$ cat src/rtl/smpResp_pkg.sv
package smpResp_pkg;

  typedef struct packed {
    logic sclRise;
    logic sclFall;
    logic startDet;
    logic stopDet;
    logic sdaBit;
    logic addrHit;
  } busEvt_t;

  typedef struct packed {
    logic shiftIn;
    logic loadHi;
    logic loadLo;
    logic shiftTx;
    logic ackDrive;
    logic dataDrive;
  } ctlStrb_t;

  typedef enum logic [2:0] {
    ST_IDLE,
    ST_ADDR,
    ST_ACK_SETUP,
    ST_ACK_HOLD,
    ST_TX,
    ST_MACK,
    ST_WAIT
  } respState_t;

endpackage

$ cat src/rtl/smpRespData.sv
module smpRespData
  import smpResp_pkg::*;
#(
  parameter int DATA_W = 12,
  parameter int ADDR_W = 3,
  parameter int CODE_W = 4,
  parameter logic [CODE_W-1:0] DEV_CODE = 4'b1001,
  parameter int SYNC_STAGES = 2
) (
  input  logic              clk,
  input  logic              rstN,
  input  logic              sclIn,
  input  logic              sdaIn,
  input  logic [ADDR_W-1:0] addrPins,
  input  logic [DATA_W-1:0] sampleValue,
  input  ctlStrb_t          ctl,
  output busEvt_t           evt,
  output logic              sdaOeN
);
  localparam int BYTE_W = 8;
  localparam int HI_BITS = DATA_W - BYTE_W;
  localparam int PAD_BITS = BYTE_W - HI_BITS;

  logic [SYNC_STAGES-1:0] sclPipe, sdaPipe;
  logic sclS, sdaS, sclPrev, sdaPrev;
  logic [BYTE_W-1:0] addrShift, txShift, lowHold;
  logic [BYTE_W-1:0] addrByte;

  always_ff @(posedge clk or negedge rstN) begin
    if (!rstN) begin
      sclPipe <= '1;
      sdaPipe <= '1;
      sclPrev <= 1'b1;
      sdaPrev <= 1'b1;
    end else begin
      sclPipe <= {sclPipe[SYNC_STAGES-2:0], sclIn};
      sdaPipe <= {sdaPipe[SYNC_STAGES-2:0], sdaIn};
      sclPrev <= sclS;
      sdaPrev <= sdaS;
    end
  end

  assign sclS = sclPipe[SYNC_STAGES-1];
  assign sdaS = sdaPipe[SYNC_STAGES-1];

  assign addrByte = {addrShift[BYTE_W-2:0], sdaS};

  always_comb begin
    evt.sclRise  = sclS && !sclPrev;
    evt.sclFall  = !sclS && sclPrev;
    evt.startDet = sclS && sclPrev && sdaPrev && !sdaS;
    evt.stopDet  = sclS && sclPrev && !sdaPrev && sdaS;
    evt.sdaBit   = sdaS;
    evt.addrHit  = (addrByte[BYTE_W-1:1] == {DEV_CODE, addrPins});
  end

  always_ff @(posedge clk or negedge rstN) begin
    if (!rstN) begin
      addrShift <= '0;
      txShift   <= '1;
      lowHold   <= '0;
    end else begin
      if (ctl.shiftIn) addrShift <= addrByte;
      if (ctl.loadHi) begin
        txShift <= {{PAD_BITS{1'b0}}, sampleValue[DATA_W-1:BYTE_W]};
        lowHold <= sampleValue[BYTE_W-1:0];
      end else if (ctl.loadLo) begin
        txShift <= lowHold;
      end else if (ctl.shiftTx) begin
        txShift <= {txShift[BYTE_W-2:0], 1'b1};
      end
    end
  end

  assign sdaOeN = !(ctl.ackDrive || (ctl.dataDrive && !txShift[BYTE_W-1]));

endmodule

$ cat src/rtl/smpRespCtrl.sv
module smpRespCtrl
  import smpResp_pkg::*;
#(
  parameter int BYTE_W = 8
) (
  input  logic     clk,
  input  logic     rstN,
  input  busEvt_t  evt,
  output ctlStrb_t ctl,
  output logic     sampleStrobe
);
  localparam int CNT_W = $clog2(BYTE_W);
  localparam logic [CNT_W-1:0] LAST_BIT = CNT_W'(BYTE_W - 1);

  respState_t state, stateNxt;
  logic [CNT_W-1:0] bitCnt, cntNxt;
  logic ackDrive, ackNxt, dataDrive, dataNxt;
  logic lowerByte, lowNxt, mAck, mAckNxt, strobeNxt;
  logic shiftIn, loadHi, loadLo, shiftTx;

  always_comb begin
    stateNxt  = state;
    cntNxt    = bitCnt;
    ackNxt    = ackDrive;
    dataNxt   = dataDrive;
    lowNxt    = lowerByte;
    mAckNxt   = mAck;
    strobeNxt = 1'b0;
    shiftIn   = 1'b0;
    loadHi    = 1'b0;
    loadLo    = 1'b0;
    shiftTx   = 1'b0;
    if (evt.stopDet) begin
      stateNxt = ST_IDLE;
      ackNxt   = 1'b0;
      dataNxt  = 1'b0;
    end else if (evt.startDet) begin
      stateNxt = ST_ADDR;
      cntNxt   = '0;
      ackNxt   = 1'b0;
      dataNxt  = 1'b0;
    end else begin
      unique case (state)
        ST_ADDR: if (evt.sclRise) begin
          shiftIn = 1'b1;
          if (bitCnt == LAST_BIT) begin
            cntNxt   = '0;
            stateNxt = (evt.addrHit && evt.sdaBit) ? ST_ACK_SETUP : ST_WAIT;
          end else begin
            cntNxt = bitCnt + 1'b1;
          end
        end
        ST_ACK_SETUP: if (evt.sclFall) begin
          ackNxt    = 1'b1;
          strobeNxt = 1'b1;
          stateNxt  = ST_ACK_HOLD;
        end
        ST_ACK_HOLD: if (evt.sclFall) begin
          ackNxt   = 1'b0;
          loadHi   = 1'b1;
          dataNxt  = 1'b1;
          lowNxt   = 1'b0;
          cntNxt   = '0;
          stateNxt = ST_TX;
        end
        ST_TX: if (evt.sclFall) begin
          if (bitCnt == LAST_BIT) begin
            dataNxt   = 1'b0;
            strobeNxt = lowerByte;
            stateNxt  = ST_MACK;
          end else begin
            shiftTx = 1'b1;
            cntNxt  = bitCnt + 1'b1;
          end
        end
        ST_MACK: begin
          if (evt.sclRise) mAckNxt = !evt.sdaBit;
          if (evt.sclFall) begin
            if (mAck) begin
              dataNxt  = 1'b1;
              cntNxt   = '0;
              stateNxt = ST_TX;
              if (lowerByte) begin
                loadHi = 1'b1;
                lowNxt = 1'b0;
              end else begin
                loadLo = 1'b1;
                lowNxt = 1'b1;
              end
            end else begin
              stateNxt = ST_WAIT;
            end
          end
        end
        default: ;
      endcase
    end
  end

  always_ff @(posedge clk or negedge rstN) begin
    if (!rstN) begin
      state        <= ST_IDLE;
      bitCnt       <= '0;
      ackDrive     <= 1'b0;
      dataDrive    <= 1'b0;
      lowerByte    <= 1'b0;
      mAck         <= 1'b0;
      sampleStrobe <= 1'b0;
    end else begin
      state        <= stateNxt;
      bitCnt       <= cntNxt;
      ackDrive     <= ackNxt;
      dataDrive    <= dataNxt;
      lowerByte    <= lowNxt;
      mAck         <= mAckNxt;
      sampleStrobe <= strobeNxt;
    end
  end

  always_comb begin
    ctl.shiftIn   = shiftIn;
    ctl.loadHi    = loadHi;
    ctl.loadLo    = loadLo;
    ctl.shiftTx   = shiftTx;
    ctl.ackDrive  = ackDrive;
    ctl.dataDrive = dataDrive;
  end

endmodule

$ cat src/rtl/sampleResponder.sv
module sampleResponder
  import smpResp_pkg::*;
#(
  parameter int DATA_W = 12,
  parameter int ADDR_W = 3,
  parameter int CODE_W = 4,
  parameter logic [CODE_W-1:0] DEV_CODE = 4'b1001,
  parameter int SYNC_STAGES = 2
) (
  input  logic              clk,
  input  logic              rstN,
  input  logic              sclIn,
  input  logic              sdaIn,
  input  logic [ADDR_W-1:0] addrPins,
  input  logic [DATA_W-1:0] sampleValue,
  output logic              sdaOeN,
  output logic              sampleStrobe
);
  busEvt_t  evt;
  ctlStrb_t ctl;

  smpRespData #(
    .DATA_W(DATA_W), .ADDR_W(ADDR_W), .CODE_W(CODE_W),
    .DEV_CODE(DEV_CODE), .SYNC_STAGES(SYNC_STAGES)
  ) dataPath (
    .clk(clk), .rstN(rstN), .sclIn(sclIn), .sdaIn(sdaIn),
    .addrPins(addrPins), .sampleValue(sampleValue),
    .ctl(ctl), .evt(evt), .sdaOeN(sdaOeN)
  );

  smpRespCtrl #(.BYTE_W(8)) control (
    .clk(clk), .rstN(rstN), .evt(evt), .ctl(ctl),
    .sampleStrobe(sampleStrobe)
  );

endmodule

$ cat config.mk
export PLATFORM = sky130hd
export DESIGN_NAME = sampleResponder
export DESIGN_NICKNAME = d
export VERILOG_FILES = /design/src/rtl/smpResp_pkg.sv /design/src/rtl/smpRespData.sv /design/src/rtl/smpRespCtrl.sv /design/src/rtl/sampleResponder.sv
export SDC_FILE = /design/constraint.sdc
export NUM_CORES = 1
export LEC_CHECK = 0
export BUFFER_PORTS_ARGS = -buffer_cell sky130_fd_sc_hd__buf_2
export CAP_MARGIN = 20
export CORE_ASPECT_RATIO = 0.7
export CORE_MARGIN = 3
export CORE_UTILIZATION = 45
export DETAILED_ROUTE_END_ITERATION = 8
export GPL_TIMING_DRIVEN = 0
export SLEW_MARGIN = 10
export SYNTH_ARGS = -nofsm -noshare
export SYNTH_HDL_FRONTEND = slang
export SYNTH_SLANG_ARGS = --single-unit
$ cat constraint.sdc
create_clock -name clk -period 1.9 [get_ports clk]
set_input_delay 0.19 -clock clk [delete_from_list [all_inputs] [get_ports clk]]
set_output_delay 0.19 -clock clk [all_outputs]
set_load 0.05 [all_outputs]
== Yosys cells after proc, flatten, opt, wreduce, memory -nomap -nowiden ==
Index checks and enable logic that the tools add are counted.
Widths: inputs -> output; s select.
Cells by class
  multiplexer cells: 66
  reductions and logical operators: 28
  add/sub/neg operators: 1
  equal/unequal tests: 24
  bitwise logic cells: 2
Operators by type and width (number)
  $mux 3: 18
  $mux 1: 37
  $ne 4x1->1 const B: 8
  $mux 8: 3
  $reduce_and 8->1: 2
  $ne 3x1->1 const B: 5
  $pmux 3 s5: 1
  $pmux 3 s4: 1
  $reduce_and 6->1: 2
  $reduce_bool 5->1: 2
  $eq 3x3->1 const B: 3
  $logic_and 1x1->1: 9
  $pmux 1 s2: 4
  $eq 7x7->1: 1
  $reduce_bool 7->1: 1
  $eq 3x2->1 const B: 2
  $logic_not 1->1: 6
  $ne 2x1->1 const B: 3
  $reduce_and 4->1: 1
  $reduce_bool 4->1: 1
  $add 3x1->3 const B: 1
  $eq 3x1->1 const B: 1
  $ne 3x2->1 const B: 1
  $pmux 1 s3: 1
  6 further kinds: 7
Word-level totals
  bits in registers: 40
  bits of input ports: 19
  output and inout bits: 2

== Longest topological paths before layout ==
Gate-level depths: netlist of run 1.
  depth after elaboration: 9
  gate-level depth with buffers: 6

== Modules after synthesis ==
From an unflattened synthesis of run 1, not the netlist that was laid out.
Unflattened totals
  cell total of the unflattened synthesis: 195
  area, all modules: 2124.5 µm²
By module, submodules not included
  smpRespData: sequential area each 743.2 µm², times used 1, cells an instance 92, area an instance 1258.7 µm²
  smpRespCtrl: sequential area each 275.3 µm², times used 1, cells an instance 103, area an instance 865.8 µm²

== Worst setup path after synthesis of run 1 ==
Ideal clock, no wire load.
  kind: register to register
  start: register control.bitCnt[0]
  end: register dataPath.txShift[4]
  cell stages (with the launch flop): 7
  clock period less this slack: 1749 ps
  setup slack: 151 ps
  data arrival time: 1676 ps
  cells stage by stage: dfrtp_1 -> ha_1 -> ha_1 -> or2_2 -> a21oi_1 -> o211ai_1 -> o2bb2ai_1
Between the ends
  longest elaborated chain between the ends: 7
Ends and longest elaborated chain
  start, declared: RTL line smpRespCtrl.sv:16  | logic [CNT_W-1:0] bitCnt, cntNxt;
  start signal, assigned: RTL line smpRespCtrl.sv:111  | bitCnt <= cntNxt;
  $eq 3x3->1: RTL line smpRespCtrl.sv:67  | if (bitCnt == LAST_BIT) begin
  $mux 1: RTL line smpRespCtrl.sv:67
  $mux 1: RTL line smpRespCtrl.sv:66  | ST_TX: if (evt.sclFall) begin
  $mux 1: RTL line smpRespCtrl.sv:43  | unique case (state)
  $mux 1: RTL line smpRespCtrl.sv:37  | end else if (evt.startDet) begin
  $mux 1: RTL line smpRespCtrl.sv:33  | if (evt.stopDet) begin
  $reduce_bool 3->1 (no line)
  end signal, assigned: RTL line smpRespData.sv:65  | txShift <= {{PAD_BITS{1'b0}}, sampleValue[DATA_W-1:BYTE_W]};
  end signal, assigned: RTL line smpRespData.sv:68  | txShift <= lowHold;
  end signal, assigned: RTL line smpRespData.sv:70  | txShift <= {txShift[BYTE_W-2:0], 1'b1};
  end, declared: RTL line smpRespData.sv:26  | logic [BYTE_W-1:0] addrShift, txShift, lowHold;
No other way between the ends.
A chain may end at the register's enable or synchronous reset.

== Final worst setup path of run 1 ==
  start: register control.bitCnt[0]
  end: register dataPath.txShift[5]
Same word-level chain as after synthesis.

==> impl_metrics.tcl, run 1 <==
set metrics [dict create \
    cts_buffers 5 \
    powerDensity_nw_per_um2 864 \
    layout_min_cycle_time_ns 1.77 \
    place_ws_ns -0.0318 \
    cts.sinks 40 \
    power.total_mw 2.10 \
    post-route-period-util_pct 92.9 \
    clk_pin_slew_ns 0.08 \
    grt_use_total_pct 17.8 \
    rows 20 \
    die_area_um2 5520 \
    die_w_um 87.5 \
    slew_viol_final 0 \
    synth_warnings 0 \
    gr-total-overflow 0 \
    synth_ff_type "dfrtp_1" \
    grt_pass1_vias 1603 \
    final_area_um2 2430 \
    clk_latency_ns 0.29 \
    wl_per_cell_um 16.2 \
    seq_area_frac_synth_pct 48.7 \
    layout_common_cells "26 x dfrtp_1, 24 x buf_2, 14 x dfstp_2, 12 x nand2_1, 11 x inv_1" \
    setup_ws_ns 0.134 \
    clock_skew_ns 0.00713 \
    syn-cell-area_um2 2090 \
    crit_required_ns 2.12 \
    wl_um 4420 \
    ys_types 49 \
    cts_tree "done" \
    dp_hpwl_um 3220 \
    setup.worst_path.end_class "flop" \
    drt_iter0_markers 98 \
    critPathMaxFanout 9 \
    ys_ff_latch 40 \
    fill_cells 376 \
    maxCapViolCount 0 \
    hp-class "in -> async" \
    dr_total_vias 1586 \
    fin_nets 238 \
    leakagePower_nw 1.09 \
    drive_gt1_share_pct 32.7 \
    worstPathArrival_ns 1.98 \
    clk_path_buf_depth 2 \
    die_y_um 63.0 \
    rrSetupSlack_ns 0.13 \
    outcome "finished, violations left" \
    reg2reg_from "control.bitCnt[0]" \
    cts-htree-levels 2 \
    core_area_um2 4400 \
    root_buffer "clkbuf_8" \
    fin_tns_setup_ns 0 \
    final_common_cell "dfrtp_1" \
    initial_core_util_pct 47.5 \
    remaining_drc_errors 0 \
    hold_viol 5 \
    antenna_found_initial 0 \
    synth-async-reset-ratio_pct 100 \
    vias_per_cell 5.83 \
    r2r-end "dataPath.txShift[5]" \
    syn-instance-count 187 \
    tightestPinTransition_ns 0.844 \
    place_congestion 0.888 \
    ioPinCount 21 \
    avgSynthCellArea_um2 11.2 \
    violations "negative hold slack" \
    final_antenna_net_count 0 \
    rsz0062_at_grt "no" \
    cp-start-kind "flop" \
    num_antenna_cells 0 \
    place_area_um2 2260 \
    irDropWorstVdd_v 0.000460 \
    grt_pass1_wl_um 7620 \
    fmax_mhz 566 \
    area_growth_pct 16.4 \
    firstDrtPassIters 4 \
    worstRegToRegCells 6 \
    synth_edf_count 0 \
    port-buffer-count 20 \
    syn-num-nets 209 \
    setup_viol 0 \
    hold_slack_ns -0.00780 \
    slew_headroom_pct 43.7 \
    crit_type "reg -> reg" \
    grt_max_degree 41 \
]
sequential cells by signal, indices dropped and copies added (netlist names):
name                  flops
dataPath.addrShift        7
control.sampleStrobe      1
dataPath.sclPipe          2
control.mAck              1
control.ackDrive          1
dataPath.sclPrev          1
control.lowerByte         1
control.bitCnt            3
dataPath.txShift          8
control.state             3
dataPath.lowHold          8
dataPath.sdaPipe          2
control.dataDrive         1
dataPath.sdaPrev          1
worst max-delay path, cell delays in order, from the launching register on:
cell and delay, ns:
dfrtp_1 0.41, ha_2 0.22, ha_4 0.19, or2_2 0.31, a21oi_4 0.19, o211ai_1 0.17
o2bb2ai_1 0.19
cells in the mapped netlist (2+ instances only):
cell type | instances | area share [%]
dfrtp_1 | 26 | 31
dfstp_2 | 14 | 18
nand2_1 | 12 | 2.2
inv_1 | 11 | 2.0
mux2_2 | 10 | 5.4
a21oi_1 | 8 | 1.9
mux2i_1 | 7 | 3.3
nand2b_1 | 6 | 1.8
o21ai_0 | 6 | 1.4
nand3_1 | 5 | 1.2
nand3b_1 | 5 | 1.8
buf_2 | 4 | 0.96
mux2_1 | 4 | 2.2
xnor2_1 | 4 | 1.7
a21boi_1 | 3 | 1.1
and3b_1 | 3 | 1.3
and4b_1 | 3 | 1.4
ha_1 | 3 | 1.8
nor2_1 | 3 | 0.54
nor2b_1 | 3 | 0.90
o21ai_1 | 3 | 0.72
o221ai_1 | 3 | 1.3
o2bb2ai_1 | 3 | 1.3
a21o_1 | 2 | 0.72
and2_1 | 2 | 0.60
and4bb_2 | 2 | 1.2
buf_4 | 2 | 0.72
nor3_1 | 2 | 0.48
nor4bb_1 | 2 | 0.96
o2111ai_1 | 2 | 0.84
o21ai_4 | 2 | 1.6
o22ai_1 | 2 | 0.60
o31ai_1 | 2 | 0.72
o32ai_1 | 2 | 0.84
or2_2 | 2 | 0.60
how the worst max path moves through the flow:
stage	start	endpoint	cells after the start	slack [ns]
2_1_floorplan	control.bitCnt[0]	dataPath.txShift[4]	6	0.15
3_3_place_gp	control.bitCnt[0]	dataPath.txShift[7]	6	-0.01
3_5_place_dp	control.bitCnt[0]	dataPath.txShift[5]	6	-0.03
4_1_cts	control.bitCnt[0]	control.state[2]	6	0.007
5_1_grt	control.bitCnt[0]	dataPath.txShift[5]	6	0.008
6_report	control.bitCnt[0]	dataPath.txShift[5]	6	0.13
area by class of cell:
cell class / count / area (um2) / area share (%)
sequential: 40 / 1020 / 41.8
timing repair buffer: 22 / 120 / 4.93
tap: 55 / 68.8 / 2.83
clock inverter: 2 / 38.8 / 1.59
inverter: 11 / 41.3 / 1.70
buffer: 7 / 40.0 / 1.64
multi-input combinational: 129 / 1020 / 42.1
clock buffer: 6 / 82.6 / 3.39
cells by family after synthesis:
logic type,Yosys count,synth area share (%)
adders and majority gates,3,1.79
buffers and inverters,18,3.89
muxes,21,10.9
DFF,40,48.7
AOI/OAI and AO/OA,46,16.1
xor gates and xnor gates,4,1.67
and+or+nand+nor,55,16.9
metal layers:
layer | track usage (%) | up-vias | part of all wire (%)
li1 | - | 746 | -
met2 | 25.1 | 46 | 43
met3 | 5.14 | 6 | 7.2
met4 | 5.17 | 0 | 1.1
met1 | 26.4 | 788 | 48
met5 | 0 | - | 0
stage by stage:
step                      utilization (%)  cells
after detailed placement             51.3    262
final                                55.3    272
after CTS                            54.6    272
after floorplan                         -    187
after global placement               51.3    262
after global routing                 55.3    272
report_power, final:
| part | internal (mW) | switching, mW | total [mW] |
|---|---|---|---|
| Combinational | 0.147 | 0.159 | 0.305 |
| Clock | 0.430 | 0.303 | 0.733 |
| Sequential | 0.985 | 0.0804 | 1.07 |
| Total | 1.56 | 0.542 | 2.10 |
what timing repair did:
action / 4_1_cts / 5_1_grt
resized for setup: 1 / 6
pin swaps: 0 / 2
setup endpoints to repair: 8 / 10
buffers inserted: 0 / 0
hold buffers: 2 / 0
hold endpoints to repair: 2 / 0
Note: power is estimated with default switching activity, not from simulation.
==> run 2, diff against run 1 <==
--- a/config.mk
+++ b/config.mk
@@ -10,6 +10,7 @@
 export CORE_ASPECT_RATIO = 0.7
 export CORE_MARGIN = 3
 export CORE_UTILIZATION = 45
+export CTS_BUF_LIST = sky130_fd_sc_hd__clkbuf_4
 export DETAILED_ROUTE_END_ITERATION = 8
 export GPL_TIMING_DRIVEN = 0
 export SLEW_MARGIN = 10
==> run 2 against run 1 <==
The run now ends clean. Core utilization is 0.62 points lower. Critical endpoint is now dataPath.txShift[4]. Worst setup slack worse by 0.055 ns. Largest power group unchanged. Critical path type unchanged. Sequential cell count unchanged.
==> impl_metrics.tcl, run 2 (synthesized netlist as in run 1, its figures left out) <==
set metrics [dict create \
    powerDensity_nw_per_um2 807 \
    ioPinCount 21 \
    setup.worst_path.end_class "flop" \
    post-route-period-util_pct 95.8 \
    layout_common_cells "26 x dfrtp_1, 24 x buf_2, 14 x dfstp_2, 12 x nand2_1, 11 x inv_1" \
    met3_usage_pct 5.27 \
    antenna_found_initial 0 \
    irDropWorstVdd_v 0.000381 \
    grt_busiest_layer "met1" \
    drt_iter0_markers 80 \
    place_area_um2 2260 \
    outcome "complete, no violations" \
    tightestPinTransition_ns 0.851 \
    multiInputGateArea_um2 1030 \
    vias_per_cell 5.78 \
    root_buffer "clkbuf_4" \
    clk_latency_ns 0.36 \
    dp_hpwl_um 3220 \
    initial_core_util_pct 47.5 \
    grt_use_total_pct 17.5 \
    worstPathArrival_ns 2.11 \
    final_antenna_net_count 0 \
    hold_slack_ns 0.0445 \
    slowest_delay_ns 0.43 \
    clock_skew_ns 0.0114 \
    remaining_drc_errors 0 \
    clk_pin_slew_ns 0.13 \
    layout_min_cycle_time_ns 1.82 \
    maxCapViolCount 0 \
    grt_max_degree 41 \
    top_regs "dataPath.lowHold (8), dataPath.txShift (8), dataPath.addrShift (7)" \
    critPathMaxFanout 9 \
    cp-start-kind "flop" \
    final_common_cell "dfrtp_1" \
    rows 20 \
    gr-total-overflow 0 \
    slew_headroom_pct 43.2 \
    cp_slowest_cell "dfrtp_1" \
    register_area_um2 1020 \
    dr_total_vias 1579 \
    grtUsageMet1_pct 26.2 \
    cts_tree "done" \
    crit_required_ns 2.19 \
    fin_nets 239 \
    cts_buffers 5 \
    setup_ws_ns 0.0797 \
    die_w_um 87.5 \
    fill_cells 379 \
    fmax_mhz 549 \
    crit_type "reg -> reg" \
    cp_top_family "compound AO/OA/AOI/OAI gates" \
    leakagePower_nw 1.07 \
    hold_viol 0 \
    rsz0062_at_grt "no" \
    firstDrtPassIters 4 \
    wl_um 4380 \
    cts-htree-levels 2 \
    crit_chain "ha_1 > ha_4 > or2_2 > a21oi_4 > o211ai_1 > o2bb2ai_1" \
    met2_usage_pct 24.0 \
    die_area_um2 5520 \
    die_y_um 63.0 \
    hp-class "in -> reg" \
    slew_viol_final 0 \
    area_growth_pct 15.1 \
    grt_pass1_vias 1607 \
    wl_per_cell_um 16.0 \
    drive_gt1_share_pct 32.1 \
    final_area_um2 2410 \
    place_congestion 0.888 \
    place_ws_ns -0.0318 \
    setup_viol 0 \
    cp_num_buf_inv 0 \
    cts.sinks 40 \
    grt_pass1_wl_um 7470 \
    core_area_um2 4400 \
    num_antenna_cells 0 \
    port-buffer-count 20 \
    clk_path_buf_depth 2 \
]
run 2: report_power, final:
part           switching [mW]  internal, mW  total [mW]
sequential             0.0812         0.985        1.07
clock                   0.296         0.275       0.571
combinational           0.159         0.146       0.305
total                   0.536          1.41        1.94
run 2: what timing repair did:
item / CTS / global route
pin swaps: 0 / 2
gates resized for setup: 2 / 5
hold buffers: 3 / 0
setup buffers: 0 / 0
hold endpoints to repair: 28 / 0
setup endpoints to repair: 8 / 4
run 2: layer usage:
layer  up-vias  wire length, um
li1        749                -
met1       766             2150
met2        53             1830
met3        11              339
met4         0               63
met5         -                0
run 2: final timing paths:
check	start	to	slack, ns	cells after the start
hold reg to reg	dataPath.sclPipe[0]	dataPath.sclPipe[1]	0.36	0
min in group asynchronous	rstN	control.mAck	0.45	2
hold / removal	sampleValue[0]	dataPath.lowHold[0]	0.04	2
setup reg to reg	control.bitCnt[0]	dataPath.txShift[4]	0.08	6
setup / recovery	control.bitCnt[0]	dataPath.txShift[4]	0.08	6
max in group asynchronous	rstN	dataPath.lowHold[2]	0.90	2
run 2: stage by stage:
stage / setup TNS, ns / cells / utilization, % / power [mW]
after floorplan: 0 / 187 / - / 1.27
after global placement: -0.0372 / 262 / 51.3 / 1.35
after detailed placement: -0.110 / 262 / 51.3 / 1.37
after CTS: 0 / 273 / 54.0 / 1.94
after global routing: 0 / 273 / 54.7 / 2.07
final: 0 / 273 / 54.7 / 1.94
run 2: final cells by class:
cell class,count,area share [%]
clock inverters,3,1.77
clock buffers,5,1.56
flip-flops and latches,40,42.3
repair buffers,23,5.41
multi-input cells,129,42.7
inverters,11,1.72
well taps,55,2.86
plain buffers,7,1.66
